===== config.mk =====
export PLATFORM = sky130hd
export DESIGN_NAME = frame_scrambler
export DESIGN_NICKNAME = d
export VERILOG_FILES = /design/src/rtl/scr_pkg.sv /design/src/rtl/scr_window.sv /design/src/rtl/scr_keystream.sv /design/src/rtl/scr_outreg.sv /design/src/rtl/frame_scrambler.sv
export SDC_FILE = /design/constraint.sdc
export NUM_CORES = 1
export LEC_CHECK = 0
export ABC_AREA = 0
export BUFFER_PORTS_ARGS = -buffer_cell sky130_fd_sc_hd__buf_2
export CAP_MARGIN = 25
export CORE_ASPECT_RATIO = 0.8
export CORE_MARGIN = 2
export CORE_UTILIZATION = 40
export DETAILED_ROUTE_END_ITERATION = 10
export PLACE_DENSITY = 0.69
export SKIP_CTS_REPAIR_TIMING = 1
export SLEW_MARGIN = 20
export SYNTH_ARGS = -nofsm -noshare
export SYNTH_HDL_FRONTEND = slang
export SYNTH_SLANG_ARGS = --single-unit

===== constraint.sdc =====
create_clock -name clk -period 1.4 [get_ports clk]
set_input_delay 0.14 -clock clk [delete_from_list [all_inputs] [get_ports clk]]
set_output_delay 0.14 -clock clk [all_outputs]
set_load 0.02 [all_outputs]

===== src/rtl/scr_pkg.sv =====
package scr_pkg;
  typedef enum logic {
    KIND_CLEAR  = 1'b0,
    KIND_MASKED = 1'b1
  } beat_kind_e;
endpackage


===== src/rtl/scr_window.sv =====
module scr_window #(
  parameter int ROW_W      = 4,
  parameter int COL_W      = 9,
  parameter int CLEAR_ROW  = 0,
  parameter int CLEAR_COLS = 9
) (
  input  logic [ROW_W-1:0] row,
  input  logic [COL_W-1:0] col,
  output scr_pkg::beat_kind_e kind
);
  localparam logic [ROW_W-1:0] ROW_K = ROW_W'(CLEAR_ROW);
  localparam logic [COL_W-1:0] COL_K = COL_W'(CLEAR_COLS);

  always_comb begin
    if (row == ROW_K && col < COL_K) kind = scr_pkg::KIND_CLEAR;
    else                             kind = scr_pkg::KIND_MASKED;
  end
endmodule


===== src/rtl/scr_keystream.sv =====
module scr_keystream #(
  parameter int LEN   = 7,
  parameter int TAP_A = 7,
  parameter int TAP_B = 6,
  parameter int OUT_W = 8
) (
  input  logic             clk,
  input  logic             rst_n,
  input  logic             restart,
  input  logic             step,
  output logic [OUT_W-1:0] ks
);
  localparam logic [LEN-1:0] SEED = {LEN{1'b1}};

  logic [LEN-1:0] state;
  logic [LEN-1:0] chain [OUT_W+1];

  assign chain[0] = restart ? SEED : state;

  for (genvar i = 0; i < OUT_W; i++) begin : g_step
    assign ks[OUT_W-1-i] = chain[i][LEN-1];
    assign chain[i+1]    = {chain[i][LEN-2:0], chain[i][TAP_A-1] ^ chain[i][TAP_B-1]};
  end

  always_ff @(posedge clk) begin
    if (!rst_n)       state <= SEED;
    else if (step)    state <= chain[OUT_W];
    else if (restart) state <= SEED;
  end

  a_r4_reseed: assert property (@(posedge clk) disable iff (!rst_n)
    (restart && !step) |=> (state == SEED));
  a_r6_hold: assert property (@(posedge clk) disable iff (!rst_n)
    (!restart && !step) |=> $stable(state));
  always_ff @(posedge clk) begin
    if (rst_n) a_r3_no_lockup: assert (state != '0);
  end
endmodule


===== src/rtl/scr_outreg.sv =====
module scr_outreg #(
  parameter int DATA_W = 8
) (
  input  logic              clk,
  input  logic              rst_n,
  input  logic              load,
  input  logic [DATA_W-1:0] d_in,
  input  logic              sof_in,
  output logic              ready,
  output logic              m_valid,
  input  logic              m_ready,
  output logic [DATA_W-1:0] m_data,
  output logic              m_sof
);
  assign ready = !m_valid || m_ready;

  always_ff @(posedge clk) begin
    if (!rst_n) begin
      m_valid <= 1'b0;
      m_data  <= '0;
      m_sof   <= 1'b0;
    end else if (load) begin
      m_valid <= 1'b1;
      m_data  <= d_in;
      m_sof   <= sof_in;
    end else if (m_ready) begin
      m_valid <= 1'b0;
    end
  end

  a_r1_latency: assert property (@(posedge clk) disable iff (!rst_n)
    load |=> m_valid);
  a_r2_stall_hold: assert property (@(posedge clk) disable iff (!rst_n)
    (m_valid && !m_ready) |=> (m_valid && $stable(m_data) && $stable(m_sof)));
endmodule


===== src/rtl/frame_scrambler.sv =====
module frame_scrambler #(
  parameter int DATA_W     = 8,
  parameter int ROW_W      = 4,
  parameter int COL_W      = 9,
  parameter int LFSR_LEN   = 7,
  parameter int TAP_A      = 7,
  parameter int TAP_B      = 6,
  parameter int CLEAR_ROW  = 0,
  parameter int CLEAR_COLS = 9
) (
  input  logic              clk,
  input  logic              rst_n,
  input  logic              s_valid,
  output logic              s_ready,
  input  logic [DATA_W-1:0] s_data,
  input  logic              s_sof,
  input  logic [ROW_W-1:0]  s_row,
  input  logic [COL_W-1:0]  s_col,
  output logic              m_valid,
  input  logic              m_ready,
  output logic [DATA_W-1:0] m_data,
  output logic              m_sof
);
  scr_pkg::beat_kind_e kind;
  logic                accept;
  logic [DATA_W-1:0]   ks;
  logic [DATA_W-1:0]   mixed;

  assign accept = s_valid && s_ready;

  scr_window #(
    .ROW_W(ROW_W), .COL_W(COL_W),
    .CLEAR_ROW(CLEAR_ROW), .CLEAR_COLS(CLEAR_COLS)
  ) u_window (
    .row(s_row), .col(s_col), .kind(kind)
  );

  scr_keystream #(
    .LEN(LFSR_LEN), .TAP_A(TAP_A), .TAP_B(TAP_B), .OUT_W(DATA_W)
  ) u_keys (
    .clk(clk), .rst_n(rst_n),
    .restart(accept && s_sof),
    .step(accept && kind == scr_pkg::KIND_MASKED),
    .ks(ks)
  );

  assign mixed = (kind == scr_pkg::KIND_MASKED) ? (s_data ^ ks) : s_data;

  scr_outreg #(.DATA_W(DATA_W)) u_out (
    .clk(clk), .rst_n(rst_n),
    .load(accept), .d_in(mixed), .sof_in(s_sof),
    .ready(s_ready),
    .m_valid(m_valid), .m_ready(m_ready),
    .m_data(m_data), .m_sof(m_sof)
  );

  a_r5_clear_pass: assert property (@(posedge clk) disable iff (!rst_n)
    (accept && kind == scr_pkg::KIND_CLEAR) |=> (m_data == $past(s_data)));
  a_r8_sof_follow: assert property (@(posedge clk) disable iff (!rst_n)
    accept |=> (m_sof == $past(s_sof)));
endmodule


# Yosys cells after proc, flatten, opt, wreduce, memory -nomap -nowiden

Cells that the tools add are included.

Register bits: 17
Logic and storage cells: 28

Magnitude comparators: 1
Mux-type cells: 6
Bitwise operators: 9
Reductions and logical operators: 8

Operator list:

| kind                                                                 | count |
|---|---|
| 7-bit 2-to-1 mux                                                     | 2 |
| 9-bit by 4-bit < comparator with 1-bit output, second input constant | 1 |
| 8-bit 2-to-1 mux                                                     | 1 |
| 1-bit XOR                                                            | 8 |
| 8-bit XOR                                                            | 1 |
| 1-bit logical AND                                                    | 4 |
| 4-bit zero test                                                      | 1 |
| 1-bit 2-to-1 mux                                                     | 3 |
| 2-bit nonzero test                                                   | 1 |
| 1-bit zero test                                                      | 1 |
| 1-bit logical OR                                                     | 1 |

# Longest topological paths before layout

Depth in word-level cells: 8
Gate-level depth with buffers: 7
Gate-level depth less buffers: 4

# Hierarchy

A second synthesis with hierarchy kept.

Cells, all modules: 98
Area, all modules: 935.9 µm²

By module, submodules not included:

| module          | times used | cells each | area each (µm²) |
|---|---|---|---|
| scr_keystream   | 1          | 41         | 400.4 |
| scr_outreg      | 1          | 32         | 375.4 |
| frame_scrambler | 1          | 20         | 131.4 |
| scr_window      | 1          | 5          | 28.8 |

# Worst setup path before layout

OpenSTA, ideal clock, no wires.

Path type: register -> register
From: register u_out.m_valid
To: register u_keys.state[4]
Setup time: 0.131 ns
Data arrival time: 1.333 ns
Required time: 1.269 ns
Setup slack: -0.064 ns
Stages on the path, launching flop included: 8
Path buffers: 3
Period minus slack after synthesis: 1.464 ns
Cell sequence: dfxtp_1 -> nand2b_4 -> buf_6 -> and2_1 -> buf_2 -> buf_2 -> a211oi_2 -> o21ai_1

Longest elaborated chain between the ends: 7
Elaborated cells between the ends (all ways): 8

RTL lines:

| item                   | RTL line              | text |
|---|---|---|
| from (decl)            | scr_outreg.sv:10      | `output logic m_valid,` |
| from (signal assigned) | scr_outreg.sv:19      | `m_valid <= 1'b0;` |
| from (signal assigned) | scr_outreg.sv:23      | `m_valid <= 1'b1;` |
| from (signal assigned) | scr_outreg.sv:27      | `m_valid <= 1'b0;` |
| 1-bit zero test (*)    | scr_outreg.sv:15      | `assign ready = !m_valid \|\| m_ready;` |
| 1-bit logical OR (*)   | scr_outreg.sv:15      |  |
| via s_ready            | frame_scrambler.sv:14 | `output logic s_ready,` |
| 1-bit logical AND (*)  | frame_scrambler.sv:29 | `assign accept = s_valid && s_ready;` |
| 1-bit logical AND      | frame_scrambler.sv:42 | `.restart(accept && s_sof),` |
| 7-bit 2-to-1 mux       | --                    |  |
| 1-bit XOR              | scr_keystream.sv:22   | `assign chain[i+1] = {chain[i][LEN-2:0], chain[i][TAP_A-1] ^ chain[i][TAP_B-1]};` |
| 7-bit 2-to-1 mux (*)   | scr_keystream.sv:27   | `else if (step) state <= chain[OUT_W];` |
| to (signal assigned)   | scr_keystream.sv:27   |  |
| to (decl)              | scr_keystream.sv:15   | `logic [LEN-1:0] state;` |

Mark *: on every way through the listed nets, which the timed path passes. The rest lies on a longest branch.
A chain may end at the register's enable or synchronous reset.

# Final worst setup path

From: register u_out.m_valid
To: register u_keys.state[5]

Longest elaborated chain between the ends: 7
Elaborated cells between the ends (all ways): 8

RTL lines:

| item                  | RTL line |
|---|---|
| 1-bit zero test (*)   | scr_outreg.sv:15 |
| 1-bit logical OR (*)  | scr_outreg.sv:15 |
| 1-bit logical AND (*) | frame_scrambler.sv:29 |
| 1-bit logical AND     | frame_scrambler.sv:42 |
| 7-bit 2-to-1 mux      | -- |
| 1-bit XOR             | scr_keystream.sv:22 |
| 7-bit 2-to-1 mux (*)  | scr_keystream.sv:27 |

Every way passes the cells marked *; elsewhere a longest branch is shown, timed or not.

==> results by group <==
Setup path
  – Worst-path fanout max: 16
  – R2R setup slack: roughly 0.16 ns
  – Worst setup path class: reg2reg
  – FF-to-FF End: u_keys.state[5]
  – WP data required: approximately 1.6 ns
  – FF-to-FF path depth: 5
  – Worst setup EP type: flip-flop
  – Startpoint Class: flip-flop
  – Worst r2r src: u_out.m_valid
  – CP arrival: roughly 1.4 ns

Hold path
  – Hold path startpoint: s_data[2]
  – Worst Hold End: u_out.m_data[2]
  – Hold/Removal Path Class: in2reg
  – Hold path depth: 3

Status
  – Outcome: finished, final reports clean

Clock network
  – CTS sink cnt: 17
  – CTS max path bufs: 2
  – H-tree depth: 1
  – CTS clk-pin slew, worst paths: 0.10 ns
  – TritonCTS clock tree: done
  – Clock Tree Root: clkbuf_4
  – Clock latency on the worst-skew pair: approximately 0.3 ns
  – Cts bufs inserted: 3

Pwr
  – Max IR drop VDD: a little under 600 uV
  – Power Density: 868 mW/mm^2
  – Leakage: ~0.62 nW

Floorplanning
  – Core Area: between 0.002 and 0.003 sq mm
  – Die X: ~62 um
  – Die ar.: 0.00313 sq mm
  – Ports: 37
  – Die height: 50.5 um
  – Initial Util: 43.2%
  – Row cnt: 16

Drt
  – Drt initial violations: 60
  – DR vias/cell: approximately 5.5
  – Via count: around 1000
  – Total Wirelength: 2.58 mm
  – Drt drc: 0
  – DR pass1 iterations: 4
  – Post-route ant nets: 0
  – WL/cell: around 14 um

Run
  – Max-cap check violation count: 0

Synthesis
  – Seq/Total Area, Yosys: around a third
  – Post-synth top area cell: dfxtp_1
  – Syn_area_per_cell: roughly 9.0 sq um
  – Share of the synthesized area in the top cell type: a little under a third
  – Area of the mapped netlist: between 0.001 and 0.0015 sq mm
  – Area contributors post-synth: dfxtp_1 32%, a211oi_2 7.0%, mux2i_1 6.5%
  – Syn Nets: 146
  – Synth Instances: 120
  – Yosys warnings: 0
  – #FFs+latches synth: 17
  – Synth unique cells: 29

STA
  – Setup Total Neg Slack: 0 ns
  – Final Hold Fails: 0
  – Setup-failing EPs final: 0
  – WHS: approximately 0.11 ns
  – Pins Over Slew Limit: 0
  – Final worst setup slack: between 0.15 and 0.2 ns
  – Post-route minimum period: ~1.2 ns
  – Fin crit share: between 80% and 90%
  – Worst Max-Slew Pin Slew: approximately 0.38 ns
  – Unrepaired setup endpoints after global routing: false
  – Clock skew: 0.00443 ns
  – Fmax: 803 MHz
  – Slew headroom: about three quarters

Placement
  – Placed cell count: ~190
  – Port bufs: 36
  – HPWL after DPL: around 1.9 mm
  – Routability cong.: about 0.76
  – Setup WS pre-CTS: approximately 0.0064 ns

Final layout
  – Commonest non-fill, non-tap cell in the layout: buf_2
  – Final instance count without filler cells: ~190
  – Post-layout util: between 50% and 60%
  – Ant. Diodes: 0
  – Area Growth Syn to Fin: 21.6%
  – Filler Cells Inserted: ~240
  – Commonest non-fill, non-tap cells in the layout: 36 x buf_2, 16 x dfxtp_1, 15 x nor2_1, 9 x nand3_1
  – Layout cell share with drive strength beyond 1: ~37%
  – Nets: ~180

GRT
  – GR Overflow Total: 0
  – Initial antenna violation count: 0
  – Largest net degree at the start of global routing: 17
  – Vias in the first global route: just under 1000
  – First-pass GRT wire length: ~4.2 mm
  – GRT Total Usage: around 18%
-- state kept, by name (all words and copies together), names as in the netlist --
register       flops
u_out.m_valid      1
u_out.m_sof        1
u_keys.state       7
u_out.m_data       8
-- synth_stat cells, drive strengths merged --
| cell | n |
|---|---|
| a211oi | 6 |
| a21boi | 2 |
| a21oi | 1 |
| and2 | 1 |
| and3 | 1 |
| buf | 8 |
| clkbuf | 3 |
| dfxtp | 17 |
| inv | 2 |
| mux2i | 7 |
| nand2 | 2 |
| nand2b | 1 |
| nand3 | 9 |
| nand4 | 8 |
| nand4bb | 1 |
| nor2 | 15 |
| nor2b | 1 |
| nor3 | 3 |
| nor4 | 1 |
| nor4b | 1 |
| o2111ai | 1 |
| o211a | 6 |
| o211ai | 8 |
| o21ai | 6 |
| o31ai | 1 |
| xnor2 | 8 |
-- per-stage QoR --
stage / power [mW] / cell area (sq um)
after detailed placement: 0.870 / 1280
after CTS: 1.15 / 1310
after global routing: 1.19 / 1310
final: 1.14 / 1310
after floorplan: 0.768 / 1080
after global placement: 0.861 / 1280
-- critical path: stages, from the launching register on --
cell and delay (ns):
dfxtp_2 0.36, nand2b_4 0.07, and2_2 0.27, buf_12 0.17, a211oi_2 0.19, o21ai_1 0.07
-- cell families after synthesis --
family	share of synthesized area (%)
AOI/OAI and AO/OA	24.2
buffers and inverters	8.00
muxes	6.49
and+or+nand+nor	23.3
xor gates and xnor gates	6.49
DFF	31.5
-- layer usage --
layer	vias up	track usage (%)	share of wire [%]
li1	519	-	-
met1	486	22.2	45
met3	3	5.67	6.6
met4	0	3.55	0.58
met2	37	29.7	48
met5	-	0	0
-- worst max-delay path by stage --
stage                  startpoint              end
floorplan           u_out.m_valid  u_keys.state[4]
global placement         s_col[7]  u_keys.state[2]
detailed placement       s_col[7]  u_keys.state[5]
CTS                 u_out.m_valid  u_out.m_data[7]
global route        u_out.m_valid  u_out.m_data[5]
finish              u_out.m_valid  u_keys.state[5]
-- area by class of cell --
cell class | instances | area [sq um] | share of cell area, %
tap | 36 | 45.0 | 3.43
timing repair buffer | 42 | 238 | 18.1
sequential | 17 | 342 | 26.0
clock buffer | 4 | 26.3 | 2.00
multi-input combinational | 90 | 654 | 49.9
inverter | 2 | 7.51 | 0.572
-- power by group --
| part | switching [mW] | internal (mW) |
|---|---|---|
| sequential | 0.0408 | 0.523 |
| combinational | 0.158 | 0.139 |
| clock | 0.166 | 0.111 |
Note: power is estimated with default switching activity, not from simulation.
